<file path="config.mk">
export PLATFORM = sky130hd
export DESIGN_NAME = lcd_nibble_writer
export DESIGN_NICKNAME = d
export VERILOG_FILES = /design/src/rtl/lcd_nib_pkg.sv /design/src/rtl/lcd_delay_timer.sv /design/src/rtl/lcd_nib_phy.sv /design/src/rtl/lcd_nibble_writer.sv
export SDC_FILE = /design/constraint.sdc
export NUM_CORES = 1
export LEC_CHECK = 0
export BUFFER_PORTS_ARGS = -buffer_cell sky130_fd_sc_hd__buf_2
export CAP_MARGIN = 25
export CORE_MARGIN = 2
export CORE_UTILIZATION = 30
export CTS_CLUSTER_SIZE = 25
export DETAILED_ROUTE_END_ITERATION = 6
export GPL_ROUTABILITY_DRIVEN = 0
export PLACE_DENSITY = 0.51
export SYNTH_ARGS = -nofsm -noshare
export SYNTH_HDL_FRONTEND = slang
export SYNTH_SLANG_ARGS = --single-unit
</file>
<file path="constraint.sdc">
create_clock -name clk -period 6.54 [get_ports clk]
set_input_delay 0.327 -clock clk [delete_from_list [all_inputs] [get_ports clk]]
set_output_delay 0.327 -clock clk [all_outputs]
set_load 0.02 [all_outputs]
</file>
<file path="src/rtl/lcd_nib_pkg.sv">
package lcd_nib_pkg;

    // controller states
    typedef enum logic [3:0] {
        C_BOOT,      // load the power-on delay
        C_PWR,       // wait for display power-on
        C_NIB,       // wake-up nibble on the bus
        C_NIB_WAIT,  // gap after a wake-up nibble
        C_HI,        // upper nibble of a byte on the bus
        C_MID,       // short gap between nibbles
        C_LO,        // lower nibble of a byte on the bus
        C_POST,      // settling delay after a full byte
        C_IDLE       // ready for host data
    } ctrl_state_e;

    // nibble strobe engine states
    typedef enum logic [1:0] {
        P_IDLE,
        P_SETUP,
        P_HIGH,
        P_HOLD
    } phy_state_e;

    localparam logic [7:0] CMD_CLEAR = 8'h01;

    // configuration commands issued after the wake-up nibbles
    function automatic logic [7:0] init_cmd(input logic [1:0] idx);
        logic [7:0] c;
        case (idx)
            2'd0:    c = 8'h28;   // 4-bit bus, two lines, 5x8 font
            2'd1:    c = 8'h06;   // increment address, no shift
            2'd2:    c = 8'h0C;   // display on, cursor off
            default: c = CMD_CLEAR;
        endcase
        return c;
    endfunction

    // wake-up nibbles: three times 0x3, then 0x2 to enter 4-bit mode
    function automatic logic [3:0] wake_nibble(input logic [1:0] idx);
        return (idx == 2'd3) ? 4'h2 : 4'h3;
    endfunction

    // a delay count of zero would skip the wait, so keep at least one
    function automatic int unsigned at_least_one(input int unsigned v);
        return (v == 0) ? 1 : v;
    endfunction

endpackage

</file>
<file path="src/rtl/lcd_delay_timer.sv">
module lcd_delay_timer #(
    parameter int unsigned W = 20
) (
    input  logic         clk,
    input  logic         rst,
    input  logic         load,
    input  logic [W-1:0] value,
    output logic         expired
);

    logic [W-1:0] cnt_d, cnt_q;

    always_comb begin
        cnt_d = cnt_q;
        if (load) begin
            cnt_d = value;
        end else if (cnt_q != '0) begin
            cnt_d = cnt_q - 1'b1;
        end
    end

    always_ff @(posedge clk) begin
        if (rst) begin
            cnt_q <= '0;
        end else begin
            cnt_q <= cnt_d;
        end
    end

    assign expired = (cnt_q == '0);

endmodule

</file>
<file path="src/rtl/lcd_nib_phy.sv">
module lcd_nib_phy
    import lcd_nib_pkg::*;
#(
    parameter int unsigned SETUP_CYC   = 2,
    parameter int unsigned EN_HIGH_CYC = 12,
    parameter int unsigned HOLD_CYC    = 1
) (
    input  logic       clk,
    input  logic       rst,
    input  logic       start,
    input  logic [3:0] nib_in,
    input  logic       rs_in,
    output logic       ready,
    output logic [3:0] nib_out,
    output logic       en_out,
    output logic       rs_out
);

    localparam int unsigned SETUP_N = at_least_one(SETUP_CYC);
    localparam int unsigned HIGH_N  = at_least_one(EN_HIGH_CYC);
    localparam int unsigned HOLD_N  = at_least_one(HOLD_CYC);
    localparam int unsigned MAX_A   = (SETUP_N > HIGH_N) ? SETUP_N : HIGH_N;
    localparam int unsigned MAX_N   = (MAX_A > HOLD_N) ? MAX_A : HOLD_N;
    localparam int unsigned CW      = $clog2(MAX_N + 1);

    typedef struct packed {
        phy_state_e    st;
        logic [CW-1:0] cnt;
        logic [3:0]    nib;
        logic          rs;
        logic          en;
    } phy_t;

    phy_t d, q;

    always_comb begin
        d = q;
        case (q.st)
            P_IDLE: begin
                if (start) begin
                    d.nib = nib_in;
                    d.rs  = rs_in;
                    d.cnt = CW'(SETUP_N - 1);
                    d.st  = P_SETUP;
                end
            end
            P_SETUP: begin
                if (q.cnt == '0) begin
                    d.st  = P_HIGH;
                    d.en  = 1'b1;
                    d.cnt = CW'(HIGH_N - 1);
                end else begin
                    d.cnt = q.cnt - 1'b1;
                end
            end
            P_HIGH: begin
                if (q.cnt == '0) begin
                    d.st  = P_HOLD;
                    d.en  = 1'b0;
                    d.cnt = CW'(HOLD_N - 1);
                end else begin
                    d.cnt = q.cnt - 1'b1;
                end
            end
            default: begin
                if (q.cnt == '0) begin
                    d.st = P_IDLE;
                end else begin
                    d.cnt = q.cnt - 1'b1;
                end
            end
        endcase
    end

    always_ff @(posedge clk) begin
        if (rst) begin
            q <= '{st: P_IDLE, cnt: '0, nib: 4'h0, rs: 1'b0, en: 1'b0};
        end else begin
            q <= d;
        end
    end

    assign ready   = (q.st == P_IDLE);
    assign nib_out = q.nib;
    assign en_out  = q.en;
    assign rs_out  = q.rs;

endmodule

</file>
<file path="src/rtl/lcd_nibble_writer.sv">
module lcd_nibble_writer
    import lcd_nib_pkg::*;
#(
    parameter int unsigned CLK_HZ      = 50_000_000,
    parameter int unsigned EN_HIGH_CYC = 12,
    parameter int unsigned SETUP_CYC   = 2
) (
    input  logic       clk,
    input  logic       rst,
    input  logic [7:0] wr_data,
    input  logic       wr_stb,
    output logic       busy,
    output logic [3:0] lcd_data,
    output logic       lcd_en,
    output logic       lcd_rs,
    output logic       lcd_rw
);

    // delay limits in clock cycles
    localparam int unsigned T_PWR   = at_least_one((CLK_HZ / 1000) * 15);     // 15 ms
    localparam int unsigned T_WAKE1 = at_least_one((CLK_HZ / 10000) * 41);    // 4.1 ms
    localparam int unsigned T_WAKE2 = at_least_one(CLK_HZ / 10000);           // 100 us
    localparam int unsigned T_CMD   = at_least_one(CLK_HZ / 25000);           // 40 us
    localparam int unsigned T_CLEAR = at_least_one((CLK_HZ / 100000) * 164);  // 1.64 ms
    localparam int unsigned T_GAP   = at_least_one(CLK_HZ / 1000000);         // 1 us
    localparam int unsigned TW      = $clog2(T_PWR + 1);

    localparam logic [TW-1:0] L_PWR   = TW'(T_PWR);
    localparam logic [TW-1:0] L_WAKE1 = TW'(T_WAKE1);
    localparam logic [TW-1:0] L_WAKE2 = TW'(T_WAKE2);
    localparam logic [TW-1:0] L_CMD   = TW'(T_CMD);
    localparam logic [TW-1:0] L_CLEAR = TW'(T_CLEAR);
    localparam logic [TW-1:0] L_GAP   = TW'(T_GAP);

    typedef struct packed {
        ctrl_state_e st;
        logic [1:0]  step;
        logic [7:0]  byte_v;
        logic        rs;
        logic        booted;
        logic        busy;
    } ctrl_t;

    ctrl_t d, q;

    logic          phy_start;
    logic [3:0]    phy_nib;
    logic          phy_rs;
    logic          phy_ready;
    logic          tmr_load;
    logic [TW-1:0] tmr_val;
    logic          tmr_done;

    lcd_nib_phy #(
        .SETUP_CYC  (SETUP_CYC),
        .EN_HIGH_CYC(EN_HIGH_CYC),
        .HOLD_CYC   (1)
    ) u_phy (
        .clk    (clk),
        .rst    (rst),
        .start  (phy_start),
        .nib_in (phy_nib),
        .rs_in  (phy_rs),
        .ready  (phy_ready),
        .nib_out(lcd_data),
        .en_out (lcd_en),
        .rs_out (lcd_rs)
    );

    lcd_delay_timer #(
        .W(TW)
    ) u_tmr (
        .clk    (clk),
        .rst    (rst),
        .load   (tmr_load),
        .value  (tmr_val),
        .expired(tmr_done)
    );

    // gap that follows each wake-up nibble
    function automatic logic [TW-1:0] wake_gap(input logic [1:0] idx);
        logic [TW-1:0] g;
        case (idx)
            2'd0:    g = L_WAKE1;
            2'd1:    g = L_WAKE2;
            default: g = L_CMD;
        endcase
        return g;
    endfunction

    always_comb begin
        d         = q;
        phy_start = 1'b0;
        phy_nib   = 4'h0;
        phy_rs    = 1'b0;
        tmr_load  = 1'b0;
        tmr_val   = '0;

        case (q.st)
            C_BOOT: begin
                tmr_load = 1'b1;
                tmr_val  = L_PWR;
                d.st     = C_PWR;
            end
            C_PWR: begin
                if (tmr_done) begin
                    d.step    = 2'd0;
                    phy_start = 1'b1;
                    phy_nib   = wake_nibble(2'd0);
                    phy_rs    = 1'b0;
                    d.st      = C_NIB;
                end
            end
            C_NIB: begin
                if (phy_ready) begin
                    tmr_load = 1'b1;
                    tmr_val  = wake_gap(q.step);
                    d.st     = C_NIB_WAIT;
                end
            end
            C_NIB_WAIT: begin
                if (tmr_done) begin
                    if (q.step != 2'd3) begin
                        d.step    = q.step + 2'd1;
                        phy_start = 1'b1;
                        phy_nib   = wake_nibble(q.step + 2'd1);
                        phy_rs    = 1'b0;
                        d.st      = C_NIB;
                    end else begin
                        d.step    = 2'd0;
                        d.byte_v  = init_cmd(2'd0);
                        d.rs      = 1'b0;
                        phy_start = 1'b1;
                        phy_nib   = init_cmd(2'd0) >> 4;
                        phy_rs    = 1'b0;
                        d.st      = C_HI;
                    end
                end
            end
            C_HI: begin
                if (phy_ready) begin
                    tmr_load = 1'b1;
                    tmr_val  = L_GAP;
                    d.st     = C_MID;
                end
            end
            C_MID: begin
                if (tmr_done) begin
                    phy_start = 1'b1;
                    phy_nib   = q.byte_v[3:0];
                    phy_rs    = q.rs;
                    d.st      = C_LO;
                end
            end
            C_LO: begin
                if (phy_ready) begin
                    tmr_load = 1'b1;
                    tmr_val  = (!q.rs && q.byte_v == CMD_CLEAR) ? L_CLEAR : L_CMD;
                    d.st     = C_POST;
                end
            end
            C_POST: begin
                if (tmr_done) begin
                    if (q.booted) begin
                        d.st = C_IDLE;
                    end else if (q.step != 2'd3) begin
                        d.step    = q.step + 2'd1;
                        d.byte_v  = init_cmd(q.step + 2'd1);
                        phy_start = 1'b1;
                        phy_nib   = init_cmd(q.step + 2'd1) >> 4;
                        phy_rs    = 1'b0;
                        d.st      = C_HI;
                    end else begin
                        d.booted = 1'b1;
                        d.st     = C_IDLE;
                    end
                end
            end
            default: begin  // C_IDLE
                if (wr_stb) begin
                    d.byte_v  = wr_data;
                    d.rs      = 1'b1;
                    phy_start = 1'b1;
                    phy_nib   = wr_data[7:4];
                    phy_rs    = 1'b1;
                    d.st      = C_HI;
                end
            end
        endcase

        d.busy = (d.st != C_IDLE);
    end

    always_ff @(posedge clk) begin
        if (rst) begin
            q <= '{st: C_BOOT, step: 2'd0, byte_v: 8'h00, rs: 1'b0,
                   booted: 1'b0, busy: 1'b1};
        end else begin
            q <= d;
        end
    end

    assign busy   = q.busy;
    assign lcd_rw = 1'b0;

endmodule

</file>
==> run metrics <==
status complete, no violations; Mapped Nets 384; mapped cell area 2880 sq um; share of post-route cells with drive strength above 1 0.100; input/output buffers 17; Num CTS Buffers 5; area delta synth->final 9.37%; post-synthesis async set-or-reset flop share 0; #FFs+latches synth 49; CTS tree built; GRT Overall Usage 0.160; crit path max fanout 12; Fin. Hold Viols 0; drt first pass iters 4; later-pin clock latency in the skew report 0.31 ns; Avg Inst Size Synth 8.03 sq um; Initial Util 0.311; DRT Wirelength 7.85 mm; row count 35; LEAKAGE 1.13 nW; Die Area 10,400 sq um; fmax 0.311 GHz; VDD IR-drop max 112 uV; met3 GRT Util 0.0274; HP Class input port to flip-flop; Post-DP HPWL 5.54 mm; Bufs on Longest Clock Path 2; DR WL/cell 16.1 um; clock sinks 49; number of global-route vias before repair 2,521; Max Slew Vio Count 0; die width 102 um; Startpoint Class flip-flop; Synth warnings 0; post-route DRC violation count 0; Util after Layout 0.340; DIE HEIGHT 102 um; CP Capture Type flip-flop; Antenna diodes 0; clock slew at reported path FFs 0.09 ns; DRT iter0 DRCs 234; core area 9280 sq um; maximum cell stage delay along the critical path 0.68 ns; vias per cell 5.47; Main synth FF type dfxtp_1; Root Driver clkbuf_8; worst clock skew 0.00970 ns; worst-path cell chain inv_1, ha_1, or4b_1, or4_4, or4_4, or4_1, a21oi_1; placed cell areas 3040 sq um; Setup Buffers After CTS 0; met1 usage 0.219; top post-synthesis cells by area dfxtp_1 (34%), ha_1 (6.1%), a21oi_1 (5.0%), nor2_1 (4.3%), o21ai_0 (3.5%); Tcrit/Tclk final 0.491; number of synthesized flops with an enable pin 0; Min Clock Period, post-route 3.21 ns; H-tree levels 2; GR Util met2 0.251; Worst Path Required 6.78 ns; cell count after synthesis 359; Seq/Total Area, Yosys 0.340; CP most frequent cell or4_4; worst-margin pin slew 0.883 ns; GRT overflow 0; first-pass GRT wire length 13.2 mm; Worst EP arrival 3.45 ns; area fraction of the dominant cell type after synthesis 0.340; Post-CTS Hold Fix Bufs 0; IO Pins 19; max_cap viols 0; antenna-violating nets left 0; cts repair resizes 0; Setup CP Type flip-flop to flip-flop; unrepaired setup endpoints after global routing no; busiest layer in global routing met2; setup TNS 0 ns; Setup violations, final 0; Final Instance Area 3150 sq um; largest net degree at the start of global routing 32; cell taking the most area after synthesis dfxtp_1; initial antenna violation count 0; Rel. slew slack 0.404; slowest stage cell, crit path or4_4; # nets final 384; via count of the routed design 2,674; total power per unit cell area 251 nW/um^2; Distinct cells, synth 58
path summary, 6_finish.rpt:
kind	slack, ns	start	end	cells past startpoint
min reg2reg	0.47	q[7]	q[7]	2
max reg2reg	3.33	u_tmr.cnt_q[0]	q[11]	7
max	3.33	u_tmr.cnt_q[0]	q[11]	7
min	0.29	wr_data[4]	q[7]	3
sequential cells by signal (all words and copies together) (netlist names):
register,cells
u_phy.nib_out,4
u_phy.en_out,1
u_phy.q,6
u_phy.rs_out,1
u_tmr.cnt_q,20
busy,1
q,16
kinds of logic (layout without fill, tap and decap cells):
family / count (synthesis) / in the layout / synth area share
simple gates: 127 / 127 / 0.227
compound gates: 114 / 114 / 0.270
flops: 49 / 49 / 0.340
buf+inv: 41 / 42 / 0.0603
fa+ha+maj: 14 / 14 / 0.0608
xor+xnor: 12 / 12 / 0.0365
other cells: 1 / 1 / 0.00130
mux: 1 / 1 / 0.00347
layout make-up:
class                   count  area, sq um
fillers                  1010         6130
multi-input cells         269         1730
flip-flops and latches     49          981
well taps                 129          161
repair buffers             20          108
clock buffers               7         86.3
inverters                  14         52.6
clock inverters             1         30.0
layer usage:
metal  share of wire  routed length [um]
met5               0                   0
met2            0.46                3590
met4           0.015                 117
met1            0.49                3840
met3           0.039                 304
stage by stage:
step	power, mW	setup slack [ns]	hold WS [ns]	std cells
final	0.790	3.33	0.294	489
after global routing	0.840	3.04	0.301	489
after CTS	0.799	3.36	0.283	489
after global placement	0.567	3.43	0.448	481
after floorplan	0.517	3.67	0.436	359
after detailed placement	0.567	3.39	0.457	481
where the power goes:
part / internal, mW / switching [mW] / leakage, nW
logic: 0.0795 / 0.142 / 0.668
registers: 0.321 / 0.0202 / 0.400
clock network: 0.125 / 0.103 / 0.0585
synth_stat cells, types with 7 or more instances:
library cell and number:
ha_1 14, nand2_1 24, a31oi_1 8, dfxtp_1 49, nor4_1 9, inv_1 12
a211oi_1 7, o21ai_0 20, clkbuf_1 19, nor2_1 33, nand3_1 10, xnor2_1 7
a21oi_1 29, or4_1 7, nor3_1 11
critical path: cells and delay by family (launching register included):
kind,cells,cell delay [ns]
AO/OA/AOI/OAI,1,0.15
buffers and inverters,1,0.09
AND/OR/NAND/NOR,4,2.38
adder cells (fa/ha/maj),1,0.21
flip-flops,1,0.33
cell usage in the layout (no fill, tap or decap), types with 4 or more instances in the layout:
cell type	n
a211oi_1	7
a21oi_1	29
a31oi_1	8
and3_1	5
buf_2	17
clkbuf_8	6
dfxtp_1	49
ha_1	14
inv_1	12
nand2_1	24
nand3_1	10
nand4_1	6
nor2_1	33
nor3_1	11
nor4_1	8
o211ai_1	4
o21ai_0	20
o31ai_1	6
or3_1	4
or4_1	7
xnor2_1	7
xor2_1	5
No activity file was read; power rests on OpenSTA's default activity.
